--- src/rtl/emac_csr_pkg.sv ---
package emac_csr_pkg;
  localparam int DATA_W     = 32;
  localparam int ADDR_W     = 8;
  localparam int DESC_TOTAL = 128;
  localparam int PTR_W      = $clog2(DESC_TOTAL + 1);
  localparam int NUM_EV     = 3;
  localparam int MAC_W      = 48;
  localparam int HALF_W     = DATA_W / 2;

  // Position of each event flag inside the flags/enable words.
  localparam int EV_TX   = 0;
  localparam int EV_RX   = 1;
  localparam int EV_DROP = 2;
  localparam int unsigned EV_POS [NUM_EV] = '{0, 2, 4};

  localparam int MODE_RX_BIT  = 0;
  localparam int MODE_TX_BIT  = 1;
  localparam int MODE_PRO_BIT = 5;
  localparam int MODE_RST_BIT = 11;

  localparam logic [HALF_W-1:0] MODE_INIT    = 16'hA000;
  localparam logic [DATA_W-1:0] PKTLEN_INIT  = 32'h0040_0600;
  localparam logic [PTR_W-1:0]  TXCOUNT_INIT = PTR_W'(64);

  localparam logic [ADDR_W-1:0] A_MODE    = 8'h00;
  localparam logic [ADDR_W-1:0] A_FLAGS   = 8'h01;
  localparam logic [ADDR_W-1:0] A_ENABLE  = 8'h02;
  localparam logic [ADDR_W-1:0] A_PKTLEN  = 8'h06;
  localparam logic [ADDR_W-1:0] A_TXCOUNT = 8'h08;
  localparam logic [ADDR_W-1:0] A_PHYCMD  = 8'h0B;
  localparam logic [ADDR_W-1:0] A_PHYADR  = 8'h0C;
  localparam logic [ADDR_W-1:0] A_PHYWD   = 8'h0D;
  localparam logic [ADDR_W-1:0] A_PHYRD   = 8'h0E;
  localparam logic [ADDR_W-1:0] A_PHYST   = 8'h0F;
  localparam logic [ADDR_W-1:0] A_ADDRA   = 8'h10;
  localparam logic [ADDR_W-1:0] A_ADDRB   = 8'h11;
  localparam logic [ADDR_W-1:0] A_HASH0   = 8'h12;
  localparam logic [ADDR_W-1:0] A_HASH1   = 8'h13;

  typedef enum logic [3:0] {
    SEL_NONE, SEL_MODE, SEL_FLAGS, SEL_ENABLE, SEL_PKTLEN, SEL_TXCOUNT,
    SEL_PHYCMD, SEL_PHYADR, SEL_PHYWD, SEL_PHYRD, SEL_PHYST,
    SEL_ADDRA, SEL_ADDRB, SEL_HASH0, SEL_HASH1
  } rd_sel_e;

  typedef struct packed {
    logic    wrMode;
    logic    wrFlags;
    logic    wrEnable;
    logic    wrPktLen;
    logic    wrTxCount;
    logic    wrPhyCmd;
    logic    wrPhyAdr;
    logic    wrPhyWd;
    logic    wrPhyRd;
    logic    wrPhySt;
    logic    wrAddrA;
    logic    wrAddrB;
    logic    wrHash0;
    logic    wrHash1;
    logic    rdEn;
    rd_sel_e rdSel;
  } csr_strobe_t;
endpackage

--- src/rtl/emac_csr_ctrl.sv ---
module emac_csr_ctrl
  import emac_csr_pkg::*;
(
  input  logic [ADDR_W-1:0] busAddr,
  input  logic              busWr,
  input  logic              busRd,
  output csr_strobe_t       stb
);
  always_comb begin
    stb       = '0;
    stb.rdSel = SEL_NONE;
    if (busWr) begin
      unique case (busAddr)
        A_MODE:    stb.wrMode    = 1'b1;
        A_FLAGS:   stb.wrFlags   = 1'b1;
        A_ENABLE:  stb.wrEnable  = 1'b1;
        A_PKTLEN:  stb.wrPktLen  = 1'b1;
        A_TXCOUNT: stb.wrTxCount = 1'b1;
        A_PHYCMD:  stb.wrPhyCmd  = 1'b1;
        A_PHYADR:  stb.wrPhyAdr  = 1'b1;
        A_PHYWD:   stb.wrPhyWd   = 1'b1;
        A_PHYRD:   stb.wrPhyRd   = 1'b1;
        A_PHYST:   stb.wrPhySt   = 1'b1;
        A_ADDRA:   stb.wrAddrA   = 1'b1;
        A_ADDRB:   stb.wrAddrB   = 1'b1;
        A_HASH0:   stb.wrHash0   = 1'b1;
        A_HASH1:   stb.wrHash1   = 1'b1;
        default:   ;
      endcase
    end
    if (busRd) begin
      stb.rdEn = 1'b1;
      unique case (busAddr)
        A_MODE:    stb.rdSel = SEL_MODE;
        A_FLAGS:   stb.rdSel = SEL_FLAGS;
        A_ENABLE:  stb.rdSel = SEL_ENABLE;
        A_PKTLEN:  stb.rdSel = SEL_PKTLEN;
        A_TXCOUNT: stb.rdSel = SEL_TXCOUNT;
        A_PHYCMD:  stb.rdSel = SEL_PHYCMD;
        A_PHYADR:  stb.rdSel = SEL_PHYADR;
        A_PHYWD:   stb.rdSel = SEL_PHYWD;
        A_PHYRD:   stb.rdSel = SEL_PHYRD;
        A_PHYST:   stb.rdSel = SEL_PHYST;
        A_ADDRA:   stb.rdSel = SEL_ADDRA;
        A_ADDRB:   stb.rdSel = SEL_ADDRB;
        A_HASH0:   stb.rdSel = SEL_HASH0;
        A_HASH1:   stb.rdSel = SEL_HASH1;
        default:   stb.rdSel = SEL_NONE;
      endcase
    end
  end
endmodule

--- src/rtl/emac_csr_dp.sv ---
module emac_csr_dp
  import emac_csr_pkg::*;
(
  input  logic               clk,
  input  logic               rstN,
  input  csr_strobe_t        stb,
  input  logic [DATA_W-1:0]  wrData,
  input  logic [NUM_EV-1:0]  evVec,
  output logic [DATA_W-1:0]  rdData,
  output logic               irqOut,
  output logic [HALF_W-1:0]  modeReg,
  output logic [NUM_EV-1:0]  srcFlags,
  output logic [NUM_EV-1:0]  maskFlags,
  output logic [HALF_W-1:0]  minLen,
  output logic [HALF_W-1:0]  maxLen,
  output logic [PTR_W-1:0]   txCount,
  output logic [MAC_W-1:0]   stationAddr
);
  localparam logic [DATA_W-1:0] COUNT_CAP = DATA_W'(DESC_TOTAL);

  logic [DATA_W-1:0] pktLen;
  logic [2:0]        phyCmd;
  logic [4:0]        phyRegField;
  logic [4:0]        phyDevField;
  logic [HALF_W-1:0] phyWd;
  logic [HALF_W-1:0] phyRd;
  logic              linkFail;
  logic [DATA_W-1:0] addrA;
  logic [HALF_W-1:0] addrB;
  logic [DATA_W-1:0] hash0;
  logic [DATA_W-1:0] hash1;
  logic [NUM_EV-1:0] srcNext;
  logic [NUM_EV-1:0] wrBits;
  logic [NUM_EV-1:0] enBits;
  logic [DATA_W-1:0] srcWord;
  logic [DATA_W-1:0] maskWord;
  logic [DATA_W-1:0] rdMux;
  logic              softRst;

  assign softRst = modeReg[MODE_RST_BIT];

  // Gather the sparse event bit positions of the write data and
  // scatter the flag/enable vectors back into bus words.
  always_comb begin
    srcWord  = '0;
    maskWord = '0;
    for (int i = 0; i < NUM_EV; i++) begin
      wrBits[i]          = wrData[EV_POS[i]];
      srcWord[EV_POS[i]]  = srcFlags[i];
      maskWord[EV_POS[i]] = maskFlags[i];
    end
  end

  // Event pulses win over a clearing write in the same cycle.
  always_comb begin
    for (int i = 0; i < NUM_EV; i++) begin
      if (softRst)                      srcNext[i] = 1'b0;
      else if (evVec[i])                srcNext[i] = 1'b1;
      else if (stb.wrFlags && wrBits[i]) srcNext[i] = 1'b0;
      else                              srcNext[i] = srcFlags[i];
    end
    enBits = stb.wrEnable ? wrBits : maskFlags;
  end

  always_ff @(posedge clk or negedge rstN) begin
    if (!rstN) begin
      srcFlags  <= '0;
      maskFlags <= '0;
      irqOut    <= 1'b0;
    end else begin
      srcFlags  <= srcNext;
      maskFlags <= enBits;
      irqOut    <= |(srcFlags & maskFlags);
    end
  end

  always_ff @(posedge clk or negedge rstN) begin
    if (!rstN) begin
      modeReg     <= MODE_INIT;
      pktLen      <= PKTLEN_INIT;
      txCount     <= TXCOUNT_INIT;
      phyCmd      <= '0;
      phyRegField <= '0;
      phyDevField <= '0;
      phyWd       <= '0;
      phyRd       <= '0;
      linkFail    <= 1'b0;
      addrA       <= '0;
      addrB       <= '0;
      hash0       <= '0;
      hash1       <= '0;
    end else begin
      if (stb.wrMode)   modeReg <= wrData[HALF_W-1:0];
      if (stb.wrPktLen) pktLen  <= wrData;
      if (stb.wrTxCount) begin
        if (wrData > COUNT_CAP) txCount <= PTR_W'(DESC_TOTAL);
        else                    txCount <= wrData[PTR_W-1:0];
      end
      if (stb.wrPhyCmd) phyCmd <= wrData[2:0];
      if (stb.wrPhyAdr) begin
        phyRegField <= wrData[12:8];
        phyDevField <= wrData[4:0];
      end
      if (stb.wrPhyWd)  phyWd    <= wrData[HALF_W-1:0];
      if (stb.wrPhyRd)  phyRd    <= wrData[HALF_W-1:0];
      if (stb.wrPhySt)  linkFail <= wrData[0];
      if (stb.wrAddrA)  addrA    <= wrData;
      if (stb.wrAddrB)  addrB    <= wrData[HALF_W-1:0];
      if (stb.wrHash0)  hash0    <= wrData;
      if (stb.wrHash1)  hash1    <= wrData;
    end
  end

  always_comb begin
    unique case (stb.rdSel)
      SEL_MODE:    rdMux = {{HALF_W{1'b0}}, modeReg};
      SEL_FLAGS:   rdMux = srcWord;
      SEL_ENABLE:  rdMux = maskWord;
      SEL_PKTLEN:  rdMux = pktLen;
      SEL_TXCOUNT: rdMux = {{(DATA_W-PTR_W){1'b0}}, txCount};
      SEL_PHYCMD:  rdMux = {29'b0, phyCmd};
      SEL_PHYADR:  rdMux = {19'b0, phyRegField, 3'b0, phyDevField};
      SEL_PHYWD:   rdMux = {{HALF_W{1'b0}}, phyWd};
      SEL_PHYRD:   rdMux = {{HALF_W{1'b0}}, phyRd};
      SEL_PHYST:   rdMux = {31'b0, linkFail};
      SEL_ADDRA:   rdMux = addrA;
      SEL_ADDRB:   rdMux = {{HALF_W{1'b0}}, addrB};
      SEL_HASH0:   rdMux = hash0;
      SEL_HASH1:   rdMux = hash1;
      default:     rdMux = '0;
    endcase
  end

  always_ff @(posedge clk or negedge rstN) begin
    if (!rstN) rdData <= '0;
    else       rdData <= stb.rdEn ? rdMux : '0;
  end

  assign minLen      = pktLen[DATA_W-1:HALF_W];
  assign maxLen      = pktLen[HALF_W-1:0];
  assign stationAddr = {addrB, addrA};
endmodule

--- src/rtl/emac_csr_descptr.sv ---
module emac_csr_descptr
  import emac_csr_pkg::*;
(
  input  logic             clk,
  input  logic             rstN,
  input  logic             softRst,
  input  logic             clrPtrs,
  input  logic [PTR_W-1:0] txCount,
  input  logic             evTx,
  input  logic             evRx,
  output logic [PTR_W-1:0] txPtr,
  output logic [PTR_W-1:0] rxPtr
);
  localparam logic [PTR_W-1:0] TOTAL = PTR_W'(DESC_TOTAL);

  logic [PTR_W-1:0] rxOff;
  logic [PTR_W-1:0] rxRegion;
  logic [PTR_W-1:0] txStep;
  logic [PTR_W-1:0] rxStep;

  assign rxRegion = TOTAL - txCount;
  assign txStep   = txPtr + 1'b1;
  assign rxStep   = rxOff + 1'b1;

  always_ff @(posedge clk or negedge rstN) begin
    if (!rstN) begin
      txPtr <= '0;
      rxOff <= '0;
    end else if (softRst || clrPtrs) begin
      txPtr <= '0;
      rxOff <= '0;
    end else begin
      if (evTx) txPtr <= (txCount == '0 || txStep >= txCount)  ? '0 : txStep;
      if (evRx) rxOff <= (rxRegion == '0 || rxStep >= rxRegion) ? '0 : rxStep;
    end
  end

  assign rxPtr = txCount + rxOff;
endmodule

--- src/rtl/emac_csr_block.sv ---
module emac_csr_block
  import emac_csr_pkg::*;
(
  input  logic              clk,
  input  logic              rstN,
  input  logic [ADDR_W-1:0] busAddr,
  input  logic              busWr,
  input  logic              busRd,
  input  logic [DATA_W-1:0] busWdata,
  output logic [DATA_W-1:0] busRdata,
  input  logic              evTxDone,
  input  logic              evRxDone,
  input  logic              evRxDrop,
  output logic              irqOut,
  output logic              rxEnable,
  output logic              txEnable,
  output logic              promiscOn,
  output logic              macSoftRst,
  output logic [HALF_W-1:0] minFrameLen,
  output logic [HALF_W-1:0] maxFrameLen,
  output logic [PTR_W-1:0]  txDescCount,
  output logic [PTR_W-1:0]  txDescPtr,
  output logic [PTR_W-1:0]  rxDescPtr,
  output logic [MAC_W-1:0]  stationAddr
);
  csr_strobe_t       stb;
  logic [HALF_W-1:0] modeReg;
  logic [NUM_EV-1:0] srcFlags;
  logic [NUM_EV-1:0] maskFlags;
  logic [NUM_EV-1:0] evVec;

  always_comb begin
    evVec          = '0;
    evVec[EV_TX]   = evTxDone;
    evVec[EV_RX]   = evRxDone;
    evVec[EV_DROP] = evRxDrop;
  end

  emac_csr_ctrl i_ctrl (
    .busAddr (busAddr),
    .busWr   (busWr),
    .busRd   (busRd),
    .stb     (stb)
  );

  emac_csr_dp i_dp (
    .clk         (clk),
    .rstN        (rstN),
    .stb         (stb),
    .wrData      (busWdata),
    .evVec       (evVec),
    .rdData      (busRdata),
    .irqOut      (irqOut),
    .modeReg     (modeReg),
    .srcFlags    (srcFlags),
    .maskFlags   (maskFlags),
    .minLen      (minFrameLen),
    .maxLen      (maxFrameLen),
    .txCount     (txDescCount),
    .stationAddr (stationAddr)
  );

  emac_csr_descptr i_ptr (
    .clk     (clk),
    .rstN    (rstN),
    .softRst (macSoftRst),
    .clrPtrs (stb.wrTxCount),
    .txCount (txDescCount),
    .evTx    (evTxDone),
    .evRx    (evRxDone),
    .txPtr   (txDescPtr),
    .rxPtr   (rxDescPtr)
  );

  assign rxEnable   = modeReg[MODE_RX_BIT];
  assign txEnable   = modeReg[MODE_TX_BIT];
  assign promiscOn  = modeReg[MODE_PRO_BIT];
  assign macSoftRst = modeReg[MODE_RST_BIT];
endmodule

--- config.mk ---
export PLATFORM = sky130hd
export DESIGN_NAME = emac_csr_block
export DESIGN_NICKNAME = d
export VERILOG_FILES = /design/src/rtl/emac_csr_pkg.sv /design/src/rtl/emac_csr_ctrl.sv /design/src/rtl/emac_csr_dp.sv /design/src/rtl/emac_csr_descptr.sv /design/src/rtl/emac_csr_block.sv
export SDC_FILE = /design/constraint.sdc
export NUM_CORES = 1
export LEC_CHECK = 0
export CAP_MARGIN = 20
export CORE_MARGIN = 5
export CORE_UTILIZATION = 40
export DETAILED_ROUTE_END_ITERATION = 8
export DONT_BUFFER_PORTS = 1
export SETUP_SLACK_MARGIN = 0.5
export SLEW_MARGIN = 20
export SYNTH_ARGS = -nofsm -noshare
export SYNTH_HDL_FRONTEND = slang
export SYNTH_SLANG_ARGS = --single-unit
--- constraint.sdc ---
create_clock -name clk -period 8.2 [get_ports clk]
set_input_delay 1.23 -clock clk [delete_from_list [all_inputs] [get_ports clk]]
set_output_delay 1.23 -clock clk [all_outputs]
set_load 0.02 [all_outputs]
==> metrics.yaml, run 1 <==
status: "finished, final reports clean"
tritoncts.num_buffers: 30
die_height_um: 189
regToRegSetupSlack_ns: 5.06
switching_share_pct: 23.8
timing.final.setup_violations: 0
power_report.internal_total_mw: 2.31
max-cap-violations: 0
detail_route.iter0.violations: 717
finalClockSkew_ns: 0.0130
power_leakage_nw: 6.78
final_min_period_over_clock_period_pct: 52.4
sum_of_overflow_across_all_layers_after_global_routing: 0
period_needed_ns: 4.30
route.detailed.vias_per_inst: 6.01
synth_cells: 1037
crit_required_ns: 6.97
synth_seq_area_share_pct: 52.5
filler_cell_count: 2880
initial_core_util_pct: 40.6
grt_antenna_before_repair: 0
ys_types: 79
critPathMaxFanout: 7
rsz_0062_raised_after_global_routing: "no"
global_route_wire_length_before_repair_um: 58200
rows: 65
tritoncts_clock_tree: "done"
clockBufferDepth: 3
clk_latency_worst_skew_pair_ns: 0.55
vdd_drop_max_v: 0.000151
postCtsSetupBuffers: 0
total_clock_sinks: 269
coreArea_um2: 31600
synthesis.area_um2: 12800
route.detailed.wl_per_inst_um: 26.0
dpl_cell_area_um2: 13200
timing.final.max_slew_violations: 0
die_w_um: 189
first_global_vias: 8960
maxSlewHeadroom_pct: 22.5
routabilityCongestion: 0.815
fin_worst_hold_slack_ns: 0.387
clock_tree.htree_level_count: 1
yosys_most_used_dff: "sky130_fd_sc_hd__dfrtp_1"
num_io_pins: 188
power_density_nw_per_um2: 213
ant_nets: 0
drive_gt1_share_pct: 31.2
postCtsHoldBufs: 0
worst-setup-path-type: "flip-flop to output port"
vias: 8718
setup-tns-final_ns: 0
route.detailed.drc: 0
clkPwrFrac_pct: 45.0
cts.clk_slew.worst_paths_ns: 0.06
cts_root_buffer: "sky130_fd_sc_hd__clkbuf_16"
critPathArrivalTime_ns: 3.07
final_nets: 1102
post_synthesis_mean_instance_area_um2: 12.4
worst-slew-pin-transition_ns: 1.16
die_area_um2: 35800
synth_seq_cells: 269
ys_async_sr_fraction_pct: 100
antennaDiodeCount: 0
sequential_share_of_power_pct: 49.2
largest_net_degree_at_the_start_of_global_routing: 270
post-route-cell-area_um2: 14200
detailed_place_hpwl_um: 24700
yosysWarnings: 0
synth_nets: 1115
timing.critical_path.from_type: "flip-flop"
fmax_mhz: 233
p_sw_uw: 721
drt-pass1-iter-count: 5
power.share.combinational_pct: 5.8
synth_enable_flop_cells: 0
area_growth_pct: 11.0
grt_util_all_layers_pct: 20.8
min-delay-path-class: "primary input to async pin"
postCtsResizedCells: 0
place.port_buffers: 0
worstSetupEndpointType: "output port"
total_count_of_hold_check_failures_in_the_final_report: 0
wl_um: 37700
## cell families after synthesis
group	share of synthesized area [%]
multiplexers	20.0
AND/OR/NAND/NOR	9.85
XOR/XNOR	1.43
buffers and inverters	2.84
AO/OA/AOI/OAI	10.3
flip-flops	52.5
adder cells (fa/ha/maj)	3.08
## synthesized netlist by cell type, types with 9 or more instances
cell                       instances  area, um^2
sky130_fd_sc_hd__a21oi_1          17        85.1
sky130_fd_sc_hd__a22o_1           13         114
sky130_fd_sc_hd__a22oi_1          51         383
sky130_fd_sc_hd__a32o_1            9        90.1
sky130_fd_sc_hd__and3_1           18         113
sky130_fd_sc_hd__buf_1            12        45.0
sky130_fd_sc_hd__buf_2            27         135
sky130_fd_sc_hd__clkbuf_1         19        71.3
sky130_fd_sc_hd__dfrtp_1         263        6580
sky130_fd_sc_hd__ha_1             30         375
sky130_fd_sc_hd__inv_1            20        75.1
sky130_fd_sc_hd__mux2_2          223        2510
sky130_fd_sc_hd__nand2_1          68         255
sky130_fd_sc_hd__nand3_1          32         160
sky130_fd_sc_hd__nor2_1           32         120
sky130_fd_sc_hd__nor3_1           13        65.1
sky130_fd_sc_hd__nor4_1           10        62.6
sky130_fd_sc_hd__o21ai_0          16        80.1
sky130_fd_sc_hd__xnor2_1          14         123
## cell usage in the layout, fill, tap and decap left out, types with 13 or more instances in the layout
| cell type | instances |
|---|---|
| sky130_fd_sc_hd__mux2_2 | 223 |
| sky130_fd_sc_hd__ha_1 | 30 |
| sky130_fd_sc_hd__and3_1 | 18 |
| sky130_fd_sc_hd__inv_1 | 20 |
| sky130_fd_sc_hd__nand2_1 | 68 |
| sky130_fd_sc_hd__nand3_1 | 30 |
| sky130_fd_sc_hd__o21ai_0 | 16 |
| sky130_fd_sc_hd__dfrtp_1 | 263 |
| sky130_fd_sc_hd__a22oi_1 | 51 |
| sky130_fd_sc_hd__a21oi_1 | 17 |
| sky130_fd_sc_hd__a22o_1 | 13 |
| sky130_fd_sc_hd__buf_4 | 18 |
| sky130_fd_sc_hd__nor2_1 | 30 |
| sky130_fd_sc_hd__clkbuf_16 | 31 |
| sky130_fd_sc_hd__xnor2_1 | 14 |
## critical path, stage by stage (launching register included)
cell	delay [ns]
sky130_fd_sc_hd__dfrtp_1	0.63
sky130_fd_sc_hd__ha_1	0.29
sky130_fd_sc_hd__inv_1	0.07
sky130_fd_sc_hd__fa_1	0.41
sky130_fd_sc_hd__nor2b_1	0.13
sky130_fd_sc_hd__o21ai_0	0.11
sky130_fd_sc_hd__a21boi_0	0.27
sky130_fd_sc_hd__o21a_1	0.15
sky130_fd_sc_hd__nor2_1	0.05
sky130_fd_sc_hd__xnor2_1	0.43
## layer usage
| layer | vias up | wire [um] | track usage [%] |
|---|---|---|---|
| met4 | 0 | 1000 | 5.89 |
| met5 | - | 0 | 0 |
| met3 | 59 | 3090 | 5.86 |
| met1 | 4528 | 16200 | 28.7 |
| li1 | 3829 | - | - |
| met2 | 302 | 17400 | 32.4 |
## power groups by stage
| stage | Combinational [mW] | Sequential (mW) | Clock (mW) |
|---|---|---|---|
| finish | 0.177 | 1.49 | 1.36 |
| global route | 0.196 | 1.50 | 1.46 |
| global placement | 0.171 | 1.51 | 0 |
| detailed placement | 0.176 | 1.51 | 0 |
| floorplan | 0.152 | 1.49 | 0 |
| CTS | 0.177 | 1.49 | 1.40 |
## flip-flops by register name (all words and copies together), names as in the netlist
| register | cells |
|---|---|
| i_dp.linkFail | 1 |
| i_dp.hash0 | 32 |
| i_dp.addrA | 32 |
| i_dp.maskFlags | 3 |
| i_dp.srcFlags | 3 |
| i_dp.phyWd | 16 |
| i_dp.irqOut | 1 |
| i_dp.pktLen | 32 |
| i_dp.phyRd | 16 |
| i_dp.phyDevField | 5 |
| i_dp.phyCmd | 3 |
| i_dp.modeReg | 16 |
| i_ptr.txPtr | 8 |
| i_dp.txCount | 8 |
| i_dp.addrB | 16 |
| i_dp.phyRegField | 5 |
| i_ptr.rxOff | 8 |
| i_dp.hash1 | 32 |
| i_dp.rdData | 32 |
## area by class of cell
cell class                      instances  area (um^2)  share of cell area (%)
Clock buffer                           48          920                    6.46
Sequential cell                       269         6740                    47.3
Inverter                               20         75.1                   0.527
Multi-Input combinational cell        685         5770                    40.5
Timing Repair Buffer                   18          135                   0.949
Clock inverter                          8         96.3                   0.676
Tap cell                              402          503                    3.53
## worst paths after layout
check	start	endpoint	depth (start not counted)
max	i_dp.txCount[0]$_DFFE_PN0P_	rxDescPtr[6]	9
min reg2reg	i_dp.hash0[31]$_DFFE_PN0P_	i_dp.rdData[31]$_DFF_PN0_	2
max reg2reg	i_ptr.txPtr[0]$_DFFE_PN0P_	i_ptr.txPtr[5]$_DFFE_PN0P_	11
min in group clk	i_dp.hash0[31]$_DFFE_PN0P_	i_dp.rdData[31]$_DFF_PN0_	2
max in group asynchronous	rstN	i_dp.modeReg[13]$_DFFE_PN1P_	0
min	rstN	i_ptr.rxOff[2]$_DFFE_PN0P_	0
## through the flow
step                      power [mW]  setup slack (ns)  util [%]  instances
after CTS                       3.06              3.89      45.0       1450
after global routing            3.15              3.72      45.0       1450
after floorplan                 1.64              4.83         -       1037
after global placement          1.68              4.35      41.8       1394
final                           3.03              3.90      45.0       1450
after detailed placement        1.69              4.22      41.8       1394
(Power assumes the default switching activity.)
==> inputs of run 2 (changes only) <==
==> constraint.sdc (replaced) <==
create_clock -name clk -period 4 [get_ports clk]
set_input_delay 0.6 -clock clk [delete_from_list [all_inputs] [get_ports clk]]
set_output_delay 0.6 -clock clk [all_outputs]
set_load 0.02 [all_outputs]
==> metrics.yaml, run 2 (synthesized netlist as in run 1, its figures left out) <==
status: "finished, violations left"  # was finished, final reports clean
failed_checks: "negative hold slack"
tritoncts_clock_tree: "done"  # unchanged
vdd_drop_max_v: 0.000375  # was 0.000151 V
place_inst: 1399  # was 1,394
total_count_of_hold_check_failures_in_the_final_report: 264  # was 0
clockBufferDepth: 3  # unchanged
worst-slew-pin-transition_ns: 0.982  # was 1.16 ns
clock_tree.htree_level_count: 1  # unchanged
vias: 8627  # was 8,718
mostFrequentLayoutCell: "sky130_fd_sc_hd__dfrtp_1"  # unchanged
num_io_pins: 188  # unchanged
period_needed_ns: 3.27
first_global_vias: 8812  # was 8,960
total_clock_sinks: 269  # unchanged
top_library_cells_by_usage_in_the_layout_fill_and_taps_aside: "sky130_fd_sc_hd__dfrtp_1, sky130_fd_sc_hd__mux2_2, sky130_fd_sc_hd__nand2_1, sky130_fd_sc_hd__a22oi_1, sky130_fd_sc_hd__nor2_1"  # was sky130_fd_sc_hd__dfrtp_1, sky130_fd_sc_hd__mux2_2, sky130_fd_sc_hd__nand2_1, sky130_fd_sc_hd__a22oi_1, sky130_fd_sc_hd__clkbuf_16
final_cells: 1455  # was 1,450
route.met2.wl_um: 17500  # was 17,400 um
global_route_wire_length_before_repair_um: 57000  # was 58,200 um
finalClockSkew_ns: 0.0310  # was 0.0130 ns
wirelength_met1_um: 16200  # about the same
timing.critical_path.from_type: "flip-flop"  # unchanged
max-cap-violations: 0  # unchanged
maxSlewHeadroom_pct: 34.4  # was 22.5%
area_growth_pct: 12.3  # was 11.0%
coreArea_um2: 31600  # unchanged
fmax_mhz: 306
power_leakage_nw: 6.86  # was 6.78 nW
critPathMaxFanout: 7  # unchanged
die_area_um2: 35800  # unchanged
route.detailed.wl_per_inst_um: 25.9  # was 26.0 um
detail_route.iter0.violations: 663  # was 717
post-route-cell-area_um2: 14400  # was 14,200 um^2
cp_slowest_cell: "sky130_fd_sc_hd__dfrtp_2"  # was sky130_fd_sc_hd__dfrtp_1
dr_wl_met3_um: 2960  # was 3090 um
antennaDiodeCount: 0  # unchanged
timing.final.max_slew_violations: 0  # unchanged
detailed_place_hpwl_um: 24700  # about the same
setup_slack_after_layout_ns: 0.731  # was 3.90 ns
crit_required_ns: 3.40  # was 6.97 ns
clk_latency_worst_skew_pair_ns: 0.57  # was 0.55 ns
power_density_nw_per_um2: 449  # was 213 nW/um^2
routabilityCongestion: 0.851  # was 0.815
initial_core_util_pct: 40.6  # unchanged
route.detailed.vias_per_inst: 5.93  # was 6.01
top_routing_layer_used: "met4"  # unchanged
regToRegSetupSlack_ns: 0.85  # was 5.06 ns
setup-tns-final_ns: 0  # unchanged
drive_gt1_share_pct: 32.5  # was 31.2%
final_min_period_over_clock_period_pct: 81.7
dp_slack_ns: 0.669  # was 4.22 ns
grt_antenna_before_repair: 0  # unchanged
dpl_cell_area_um2: 13300  # was 13,200 um^2
ant_nets: 0  # unchanged
tritoncts.num_buffers: 30  # unchanged
place.port_buffers: 0  # unchanged
worstSetupEndpointType: "output port"  # unchanged
route.detailed.drc: 0  # unchanged
largest_net_degree_at_the_start_of_global_routing: 270  # unchanged
crit_chain: "ha_4, inv_1, fa_1, nor2b_1, o21ai_0, a21boi_1, o21a_1, nor2_1, xnor2_2"  # was ha_1, inv_1, fa_1, nor2b_1, o21ai_0, a21boi_0, o21a_1, nor2_1, xnor2_1
grt_util_all_layers_pct: 20.5  # was 20.8%
die_w_um: 189  # unchanged
fin_worst_hold_slack_ns: -0.248  # was 0.387 ns
rows: 65  # unchanged
filler_cell_count: 2858  # was 2,880
min-delay-path-class: "primary input to async pin"  # unchanged
critPathArrivalTime_ns: 2.67  # was 3.07 ns
critical-path-max-stage-delay_ns: 0.55  # was 0.63 ns
sum_of_overflow_across_all_layers_after_global_routing: 0  # unchanged
timing.final.setup_violations: 0  # unchanged
wl_um: 37600  # was 37,700 um
rsz_0062_raised_after_global_routing: "no"  # unchanged
final_nets: 1107  # was 1,102
cts.clk_slew.worst_paths_ns: 0.06  # about the same
cts_root_buffer: "sky130_fd_sc_hd__clkbuf_16"  # unchanged
die_height_um: 189  # unchanged
drt-pass1-iter-count: 5  # unchanged
worst-setup-path-type: "flip-flop to output port"  # unchanged
[run 2: changes by cell type in the layout (fill, tap and decap cells not counted), sizes merged]
cell      previous run  this run
clkbuf              48        38
buf                 18        23
bufinv               2         6
clkinv               5         9
clkinvlp             1         2
inv                 20        21
[run 2: metrics by stage]
stage,total power [mW],utilization [%]
global route,6.70,45.6
finish,6.47,45.6
global placement,3.45,42.0
detailed placement,3.46,42.0
floorplan,3.36,-
CTS,6.54,45.5
[run 2: what timing repair did]
item	in CTS	in global routing
endpoints found under the setup margin	1	1
endpoints found under the hold margin	269	265
pin swaps	0	2
gates resized for setup	2	4
buffers inserted	0	0
[run 2: routing by layer]
metal	GRT usage, %	vias to the layer above
li1	-	3827
met1	27.5	4460
met2	33.2	279
met3	5.83	61
met4	4.82	0
met5	0	-
[run 2: layout make-up]
class,count,area (um^2),area share (%)
Clock buffer,38,841,5.83
Clock inverter,18,278,1.93
Inverter,20,75.1,0.521
Multi-Input combinational cell,685,5790,40.2
Sequential cell,269,6740,46.8
Tap cell,402,503,3.49
Timing Repair Buffer,23,185,1.28
[run 2: worst paths after layout]
path | cells past startpoint | startpoint | endpoint
max | 9 | i_dp.txCount[0]$_DFFE_PN0P_ | rxDescPtr[6]
min | 0 | rstN | i_ptr.rxOff[5]$_DFFE_PN0P_
max reg2reg | 11 | i_ptr.txPtr[4]$_DFFE_PN0P_ | i_ptr.txPtr[2]$_DFFE_PN0P_
min reg2reg | 2 | i_dp.hash0[31]$_DFFE_PN0P_ | i_dp.rdData[31]$_DFF_PN0_
max in group asynchronous | 0 | rstN | i_dp.txCount[1]$_DFFE_PN0P_
min in group clk | 1 | busWdata[19] | i_dp.hash0[19]$_DFFE_PN0P_
[run 2: where the power goes]
| group | internal (mW) | switching [mW] | leakage (nW) |
|---|---|---|---|
| Combinational | 0.186 | 0.177 | 2.64 |
| Sequential | 2.85 | 0.201 | 3.67 |
| Clock | 1.88 | 1.17 | 0.548 |
[run 2: worst max-delay path: cells and delay by family, from the launching register on]
kind                       cells  cell delay (ns)
AOI/OAI and AO/OA              3             0.43
xor gates and xnor gates       1             0.30
adders and majority gates      2             0.60
buffers and inverters          1             0.05
DFF                            1             0.55
and+or+nand+nor                2             0.17
==> inputs of run 3 (changes only) <==
==> constraint.sdc (replaced) <==
create_clock -name clk -period 3.2 [get_ports clk]
set_input_delay 0.48 -clock clk [delete_from_list [all_inputs] [get_ports clk]]
set_output_delay 0.48 -clock clk [all_outputs]
set_load 0.02 [all_outputs]
==> metrics.yaml, run 3 (synthesized netlist as in run 1, its figures left out) <==
total_clock_sinks: 269  # unchanged
max-cap-violations: 0  # unchanged
route.detailed.vias_per_inst: 5.97  # was 5.93
fmax_mhz: 344
timing.final.max_slew_violations: 0  # unchanged
worstSetupEndpointType: "output port"  # unchanged
worst-slew-pin-transition_ns: 1.07  # was 0.982 ns
vdd_drop_max_v: 0.000412  # was 0.000375 V
die_area_um2: 35800  # unchanged
top_library_cells_by_usage_in_the_layout_fill_and_taps_aside: "sky130_fd_sc_hd__dfrtp_1, sky130_fd_sc_hd__mux2_2, sky130_fd_sc_hd__nand2_1, sky130_fd_sc_hd__buf_4, sky130_fd_sc_hd__a22oi_1"  # was sky130_fd_sc_hd__dfrtp_1, sky130_fd_sc_hd__mux2_2, sky130_fd_sc_hd__nand2_1, sky130_fd_sc_hd__a22oi_1, sky130_fd_sc_hd__nor2_1
regToRegSetupSlack_ns: 0.46  # was 0.85 ns
timing.final.setup_violations: 0  # unchanged
mostFrequentLayoutCell: "sky130_fd_sc_hd__dfrtp_1"  # unchanged
clock_tree.htree_level_count: 1  # unchanged
cts.clk_slew.worst_paths_ns: 0.06  # about the same
status: "finished, violations left"  # unchanged
critPathMaxFanout: 4  # was 7
global_route_wire_length_before_repair_um: 57900  # was 57,000 um
largest_net_degree_at_the_start_of_global_routing: 270  # unchanged
place_inst: 1422  # was 1,399
first_global_vias: 9043  # was 8,812
min-delay-path-class: "primary input to async pin"  # unchanged
drive_gt1_share_pct: 37.3  # was 32.5%
vias: 8910  # was 8,627
multi_input_gate_area_um2: 5960  # was 5790 um^2
place.port_buffers: 0  # unchanged
final_core_utilization_pct: 47.0  # was 45.6%
filler_cell_count: 2823  # was 2,858
dpl_cell_area_um2: 13500  # was 13,300 um^2
antennaDiodeCount: 0  # unchanged
sequential_share_of_power_pct: 47.8  # was 47.2%
routabilityCongestion: 0.913  # was 0.851
dp_slack_ns: 0.201  # was 0.669 ns
coreArea_um2: 31600  # unchanged
rows: 65  # unchanged
critPathArrivalTime_ns: 2.43  # was 2.67 ns
detail_route.iter0.violations: 810  # was 663
failed_checks: "negative hold slack"  # unchanged
clk_latency_worst_skew_pair_ns: 0.55  # was 0.57 ns
finalClockSkew_ns: 0.00991  # was 0.0310 ns
power_leakage_nw: 7.03  # was 6.86 nW
final_nets: 1144  # was 1,107
rsz_0062_raised_after_global_routing: "yes"  # was no
startpoint: "i_dp.txCount[2]$_DFFE_PN0P_"  # was i_dp.txCount[0]$_DFFE_PN0P_
period_needed_ns: 2.91
tritoncts_clock_tree: "done"  # unchanged
die_height_um: 189  # unchanged
switching_share_pct: 23.6  # was 24.0%
p_sw_mw: 1.89  # was 1.55 mW
ff_latch_area_um2: 6750  # was 6740 um^2
initial_core_util_pct: 40.6  # unchanged
timing.critical_path.from_type: "flip-flop"  # unchanged
num_io_pins: 188  # unchanged
path_depth_of_the_worst_reg2reg_path: 12  # was 11
fin_worst_hold_slack_ns: -0.367  # was -0.248 ns
setup_slack_after_layout_ns: 0.289  # was 0.731 ns
grt_util_all_layers_pct: 20.7  # was 20.5%
drt-pass1-iter-count: 5  # unchanged
power_report.internal_total_mw: 6.12  # was 4.92 mW
power.share.combinational_pct: 6.2  # was 5.6%
post-route-cell-area_um2: 14900  # was 14,400 um^2
route.detailed.drc: 0  # unchanged
grt_antenna_before_repair: 0  # unchanged
crit_reg_reg_endpoint: "i_ptr.rxOff[2]$_DFFE_PN0P_"  # was i_ptr.txPtr[2]$_DFFE_PN0P_
crit_required_ns: 2.72  # was 3.40 ns
maxSlewHeadroom_pct: 28.6  # was 34.4%
cts_root_buffer: "sky130_fd_sc_hd__clkbuf_16"  # unchanged
cp-endpoint: "rxDescPtr[6]"  # unchanged
total_count_of_hold_check_failures_in_the_final_report: 264  # unchanged
tritoncts.num_buffers: 30  # unchanged
final_cells: 1492  # was 1,455
ant_nets: 0  # unchanged
final_min_period_over_clock_period_pct: 91.0
wl_um: 37800  # was 37,600 um
report.power.total_mw: 8.01  # was 6.47 mW
setup-tns-final_ns: 0  # unchanged
power_density_nw_per_um2: 538  # was 449 nW/um^2
detailed_place_hpwl_um: 25700  # was 24,700 um
clockBufferDepth: 3  # unchanged
area_growth_pct: 15.9  # was 12.3%
sum_of_overflow_across_all_layers_after_global_routing: 0  # unchanged
route.detailed.wl_per_inst_um: 25.3  # was 25.9 um
clkPwrFrac_pct: 46.1  # was 47.2%
regToRegStartpoint: "i_dp.txCount[0]$_DFFE_PN0P_"  # was i_ptr.txPtr[4]$_DFFE_PN0P_
die_w_um: 189  # unchanged
worst-setup-path-type: "flip-flop to output port"  # unchanged
==> run 3: worst min-delay path by stage <==
stage	from	end	slack, ns	cells after the start
detailed placement	rstN	i_ptr.rxOff[0]$_DFFE_PN0P_	0.20	0
global route	rstN	i_ptr.rxOff[2]$_DFFE_PN0P_	-0.39	0
finish	rstN	i_ptr.rxOff[2]$_DFFE_PN0P_	-0.37	0
global placement	rstN	i_ptr.rxOff[2]$_DFFE_PN0P_	0.20	0
floorplan	rstN	i_dp.addrA[0]$_DFFE_PN0P_	0.18	0
CTS	rstN	i_ptr.rxOff[0]$_DFFE_PN0P_	-0.39	0
==> run 3: power by group through the flow <==
stage / clock (mW) / combinational [mW] / sequential (mW)
after floorplan: 0 / 0.393 / 3.82
after global placement: 0 / 0.462 / 3.87
after detailed placement: 0 / 0.469 / 3.88
after CTS: 3.77 / 0.482 / 3.82
after global routing: 3.92 / 0.544 / 3.85
final: 3.69 / 0.494 / 3.82
==> run 3: cell type report <==
cell class	count	area share, %
tap	402	3.38
clock buffer	43	5.85
inverter	20	0.521
multi-input combinational	685	40.1
sequential	269	45.4
clock inverter	13	1.35
timing repair buffer	60	3.44
==> run 3: timing repair <==
item / 4_1_cts / 5_1_grt
setup endpoints to repair: 21 / 20
setup buffers: 9 / 5
gates cloned: 0 / 0
gates resized for setup: 28 / 21
pin swaps: 12 / 18
endpoints found under the hold margin: 269 / 269
==> run 3: per-layer routing <==
layer,up-vias,routed length [um],GRT usage (%)
li1,3918,-,-
met1,4598,16100,28.1
met2,325,17600,33.2
met3,69,3170,5.60
met4,0,993,5.30
met5,-,0,0
==> run 3: worst max-delay path: stages (launching register included) <==
cell and delay (ns):
sky130_fd_sc_hd__dfrtp_2 0.42, sky130_fd_sc_hd__buf_6 0.15, sky130_fd_sc_hd__ha_4 0.25, sky130_fd_sc_hd__nor2b_2 0.15
sky130_fd_sc_hd__o21ai_2 0.18, sky130_fd_sc_hd__a21boi_2 0.09, sky130_fd_sc_hd__o21a_1 0.19, sky130_fd_sc_hd__nor2_2 0.14
sky130_fd_sc_hd__xnor2_2 0.13, sky130_fd_sc_hd__buf_4 0.16
